===== src/rtl/edge_irq_pkg.sv =====
package edge_irq_pkg;
  // Default geometry of the watched bank
  localparam int unsigned DEF_LINES = 24;
  localparam int unsigned DEF_GROUP = 8;

  // One line qualifies when consecutive samples differ in the chosen sense
  function automatic logic edge_qualifies(input logic now_lvl,
                                          input logic old_lvl,
                                          input logic dir_rise);
    logic rose;
    logic fell;
    rose = now_lvl & ~old_lvl;
    fell = ~now_lvl & old_lvl;
    return dir_rise ? rose : fell;
  endfunction

  // Next value of one event bit: clear by zero write, new hit always wins
  function automatic logic evt_next(input logic cur,
                                    input logic wr,
                                    input logic keep,
                                    input logic hit);
    logic held;
    held = wr ? (cur & keep) : cur;
    return held | hit;
  endfunction
endpackage


===== src/rtl/edge_line_sampler.sv =====
module edge_line_sampler
  import edge_irq_pkg::*;
#(
  parameter int unsigned LINES = DEF_LINES
) (
  input  logic             clk,
  input  logic             rst_n,
  input  logic [LINES-1:0] line_lvl,
  input  logic [LINES-1:0] edge_dir,
  input  logic [LINES-1:0] edge_en,
  output logic [LINES-1:0] line_hit
);
  logic [LINES-1:0] prev_lvl;
  logic             prev_ok;

  always_ff @(posedge clk) begin
    if (!rst_n) begin
      prev_lvl <= '0;
      prev_ok  <= 1'b0;
    end else begin
      prev_lvl <= line_lvl;
      prev_ok  <= 1'b1;
    end
  end

  for (genvar i = 0; i < LINES; i++) begin : g_line
    assign line_hit[i] = prev_ok & edge_en[i] &
                         edge_qualifies(line_lvl[i], prev_lvl[i], edge_dir[i]);
  end
endmodule


===== src/rtl/event_id_reg.sv =====
module event_id_reg
  import edge_irq_pkg::*;
#(
  parameter int unsigned LINES = DEF_LINES
) (
  input  logic             clk,
  input  logic             rst_n,
  input  logic [LINES-1:0] line_hit,
  input  logic             evt_wr,
  input  logic [LINES-1:0] evt_wdata,
  output logic [LINES-1:0] evt_id
);
  logic [LINES-1:0] id_d;

  for (genvar i = 0; i < LINES; i++) begin : g_bit
    assign id_d[i] = evt_next(evt_id[i], evt_wr, evt_wdata[i], line_hit[i]);
  end

  always_ff @(posedge clk) begin
    if (!rst_n) evt_id <= '0;
    else        evt_id <= id_d;
  end
endmodule


===== src/rtl/pend_reduce.sv =====
module pend_reduce
  import edge_irq_pkg::*;
#(
  parameter int unsigned LINES = DEF_LINES,
  parameter int unsigned GROUP = DEF_GROUP,
  localparam int unsigned GROUPS = (LINES + GROUP - 1) / GROUP
) (
  input  logic [LINES-1:0]  evt_id,
  output logic [GROUPS-1:0] evt_pend
);
  for (genvar g = 0; g < GROUPS; g++) begin : g_grp
    localparam int unsigned LO = g * GROUP;
    localparam int unsigned HI = ((g + 1) * GROUP > LINES) ? LINES - 1 : (g + 1) * GROUP - 1;
    assign evt_pend[g] = |evt_id[HI:LO];
  end
endmodule


===== src/rtl/edge_irq_unit.sv =====
module edge_irq_unit
  import edge_irq_pkg::*;
#(
  parameter int unsigned LINES = DEF_LINES,
  parameter int unsigned GROUP = DEF_GROUP,
  localparam int unsigned GROUPS = (LINES + GROUP - 1) / GROUP
) (
  input  logic              clk,
  input  logic              rst_n,
  input  logic [LINES-1:0]  line_lvl,
  input  logic [LINES-1:0]  edge_dir,
  input  logic [LINES-1:0]  edge_en,
  input  logic              evt_wr,
  input  logic [LINES-1:0]  evt_wdata,
  output logic [LINES-1:0]  evt_id,
  output logic [GROUPS-1:0] evt_pend,
  output logic              irq
);
  // Qualified per-line edge this cycle, named for the checker
  logic [LINES-1:0] line_hit;

  edge_line_sampler #(.LINES(LINES)) u_samp (
    .clk(clk), .rst_n(rst_n), .line_lvl(line_lvl),
    .edge_dir(edge_dir), .edge_en(edge_en), .line_hit(line_hit)
  );

  event_id_reg #(.LINES(LINES)) u_id (
    .clk(clk), .rst_n(rst_n), .line_hit(line_hit),
    .evt_wr(evt_wr), .evt_wdata(evt_wdata), .evt_id(evt_id)
  );

  pend_reduce #(.LINES(LINES), .GROUP(GROUP)) u_pend (
    .evt_id(evt_id), .evt_pend(evt_pend)
  );

  assign irq = |evt_id;
endmodule


===== config.mk =====
export PLATFORM = sky130hd
export DESIGN_NAME = edge_irq_unit
export DESIGN_NICKNAME = d
export VERILOG_FILES = /design/src/rtl/edge_irq_pkg.sv /design/src/rtl/edge_line_sampler.sv /design/src/rtl/event_id_reg.sv /design/src/rtl/pend_reduce.sv /design/src/rtl/edge_irq_unit.sv
export SDC_FILE = /design/constraint.sdc
export NUM_CORES = 1
export LEC_CHECK = 0
export CORE_MARGIN = 8
export CORE_UTILIZATION = 40
export DETAILED_ROUTE_END_ITERATION = 12
export PLACE_DENSITY = 0.86
export SYNTH_ARGS = -nofsm -noshare
export SYNTH_HDL_FRONTEND = slang
export SYNTH_SLANG_ARGS = --single-unit

===== constraint.sdc =====
create_clock -name clk -period 3.5 [get_ports clk]
set_input_delay 0.7 -clock clk [delete_from_list [all_inputs] [get_ports clk]]
set_output_delay 0.7 -clock clk [all_outputs]
set_load 0.02 [all_outputs]

# == Word-level counts from Yosys, hierarchy flattened ==
# Index checks and enable logic that the tools add are counted.
# totals
out_inout_bits,28
regBits,49
word_cells,248
input_bits,99
# classes
bitwise_logic,192
muxes,49
n_reduce_logical,4
# ops
cell,count
bitwise AND 1 bit,120
2-to-1 mux 1 bit,49
NOT 1 bit,48
OR 1 bit,24
OR reduction 24 bit,1
OR reduction 8 bit,3

# == Logic depth before layout (Yosys ltp) ==
# depth
depth_word,5
ltp_mapped,5
ltp_nobuf,3

# == Hierarchy ==
# From an unflattened synthesis, not the netlist that was laid out.
# hier_totals
cells_unflattened,266
area_unflattened_um2,2386.0
# by_module_without_submodules
module,area_each_um2,seq_area_each_um2,cells_each,n_inst
edge_line_sampler,1270.0,500.5,149,1
event_id_reg,1016.0,480.5,100,1
edge_irq_unit,51.3,0.0,8,1
pend_reduce,48.8,0.0,9,1

# == Worst setup path before layout ==
# Ideal clock, no wire load.
# synth_path
path_type,register to output
from,reg u_id.evt_id[1]
to,out irq
setup_slack_ps,1466
path_stages_with_launch,4
arrival_time_ps,1334
path_buffers,0
required_time_ps,2800
path_cell_list,dfxtp_1 -> nor4_1 -> nand2_1 -> or3_1
# synth_via
elab_chain_len,1
# synth_rtl
element,line_no,source
"start, declared",event_id_reg.sv:11,output logic [LINES-1:0] evt_id
"start signal, assigned",event_id_reg.sv:21,else evt_id <= id_d;
OR reduction 24 bit,edge_irq_unit.sv:36,assign irq = |evt_id;
"end, declared",edge_irq_unit.sv:17,output logic irq
# Every way passes these cells.

# == Worst setup path in the final report ==
# layout_path
from,reg u_id.evt_id[4]
to,out irq
# The elaborated chain is that of the path after synthesis.

==> impl_metrics.toml <==
[outcome]
outcome = "finished clean"

[die]
core_area_um2 = 5040
start_util = 0.408
io_pins = 127
die_h_um = 87.7
rows = 26
die_w_um = 87.7
dieArea_um2 = 7690

[routing]
wl_um = 6610
ant_nets = 0
via_per_inst = 4.93
firstDrtPassIters = 4
routedWlPerCell_um = 15.2
dr_total_vias = 2141
drc = 0
drtIter0Drc = 74

[sta]
post-route-period-util = 0.771
fin_crit_ns = 2.70
setup_viol = 0
fin_skew_ns = 0.00170
finalHoldViolCount = 0
timing.slew.headroom = 0.371
whs_ns = 0.523
worstMarginPinSlew_ns = 0.944
fin_tns_setup_ns = 0
max_freq_ghz = 0.370
slew_violations = 0
rsz0062_at_grt = "no"

[placement]
hpwl_um = 5190
place_congestion = 0.755
io_buffer_count = 126

[worst_hold_path]
hold_start = "u_id.evt_id[4]"
hp-class = "reg -> reg"
hold_depth = 2

[cells_and_area]
area_delta_synth_final_pct = 68.4
n_antenna_cell = 0
drive_gt1_frac = 0.0247
nNetsFinal = 462
nFillCells = 419

[critical_path]
r2r-start = "u_samp.prev_ok"
critPathCaptureType = "output pin"
path_cells = "nor4_1, nand2_1, or3_1, clkdlybuf4s50_1"
worst_path_max_delay_cell = "clkdlybuf4s50_1"
crit_fanout = 3
reg2reg_depth = 3
critical_path.top_delay_family = "simple AND/OR/NAND/NOR gates"
cp_slowest_stage_delay_ns = 0.57
path_depth = 4
cp_num_buf_inv = 1
worstSetupPathType = "reg -> out"
cp.arrival_ns = 2.00
startpoint = "u_id.evt_id[4]"
critPathRequiredTime_ns = 2.80
start_kind = "register"

[yosys]
synthesis.area_um2 = 2060
syn_nets = 338
synthCells = 239
ys_seq_area_frac = 0.477
ys_ff_latch = 49
ys_warn_count = 0
syn_area_per_cell_um2 = 8.61
synth.distinct_cells = 15

[power]
ir_drop_v = 0.000198
leakage_nw = 1.34
powerDensity_nw_per_um2 = 351

[global_routing]
grt_pass1_vias = 2243
grt_pass1_wl_um = 10400
antenna_found_initial = 0
overflow = 0
grt.total_usage = 0.173
grt_max_degree = 50

[clock_network]
ctsHoldBuffers = 0
clk_latency_ns = 0.29
postCtsSetupRepairBufs = 0
cts_tree = "yes"
cts_max_level = 2
clockRootBuffer = "clkbuf_8"
cts-resized-gates = 0
clkTransAtPathRegs_ns = 0.09
cts_sinks = 49
cts_buffers = 5
clockBufferDepth = 2

[job]
cap_violations = 0
[flip-flops by register name, summed over array words and instances, names as in the netlist]
name,cells
u_samp.prev_lvl,24
u_samp.prev_ok,1
u_id.evt_id,24
[logic make-up (layout without fill, tap and decap cells)]
group | Yosys count | count (layout) | share of synthesized area
and+or+nand+nor | 107 | 107 | 0.293
AOI/OAI and AO/OA | 72 | 72 | 0.204
DFF | 49 | 49 | 0.477
buffers and inverters | 11 | 136 | 0.0262
[cells in the mapped netlist]
cell      instances  share of area
dfxtp_1          49           0.48
nand2_1          27          0.049
and2_1           25          0.076
a21oi_1          24          0.058
and3b_1          24           0.10
nor2_1           24          0.044
o211ai_1         24          0.088
o21ai_0          22          0.054
nor4_1            6          0.018
buf_2             4         0.0097
clkbuf_1          4         0.0073
buf_4             2         0.0073
o21ai_1           2         0.0049
inv_1             1         0.0018
or3_1             1         0.0030
[where the power goes]
group	total (mW)	internal, mW	switching [mW]
Sequential	0.595	0.582	0.0132
Clock	0.358	0.179	0.179
Combinational	0.263	0.162	0.100
[worst min-delay path, stage by stage (launching register included)]
cell and delay [ns]:
dfxtp_1 0.33, o211ai_1 0.09, o21ai_1 0.07
[final cells by class]
class	count	area, µm²	area share
clock inverters	1	5.00	0.00144
flip-flops and latches	49	981	0.283
well taps	70	87.6	0.0253
repair buffers	127	1270	0.366
multi-input cells	179	1020	0.295
clock buffers	7	96.3	0.0278
inverters	1	3.75	0.00108
[per-stage QoR]
stage | setup WS [ns] | cells | utilization | area, µm² | total power, mW
floorplan | 1.47 | 239 | - | 2060 | 0.699
global placement | 1.07 | 426 | 0.667 | 3360 | 0.867
detailed placement | 1.10 | 426 | 0.667 | 3360 | 0.871
CTS | 0.758 | 434 | 0.687 | 3460 | 1.23
global route | 0.634 | 434 | 0.687 | 3460 | 1.27
finish | 0.801 | 434 | 0.687 | 3460 | 1.22
[path summary, 6_finish.rpt]
path | to | slack (ns)
max | irq | 0.80
min | u_id.evt_id[4] | 0.52
max reg2reg | u_id.evt_id[10] | 2.08
min reg2reg | u_id.evt_id[4] | 0.52
[per-layer routing]
metal  up-vias  GRT usage  share of wire  wire length, µm
met2        68      0.308           0.51             3390
met4         0     0.0469          0.013               89
met3         6     0.0657          0.081              534
met1       971      0.185           0.39             2600
met5         -          0              0                0
li1       1096          -              -                -
[cells in the final DEF, fill, tap and decap left out]
master / instances
and3b_1: 24
buf_4: 1
and2_1: 25
nor4_1: 6
dfxtp_1: 49
nor2_1: 24
o211ai_1: 24
inv_1: 1
clkdlybuf4s50_1: 126
nand2_1: 27
o21ai_0: 22
a21oi_1: 24
clkinv_2: 1
or3_1: 1
o21ai_1: 2
clkbuf_8: 7
No activity file was read; power rests on OpenSTA's default activity.
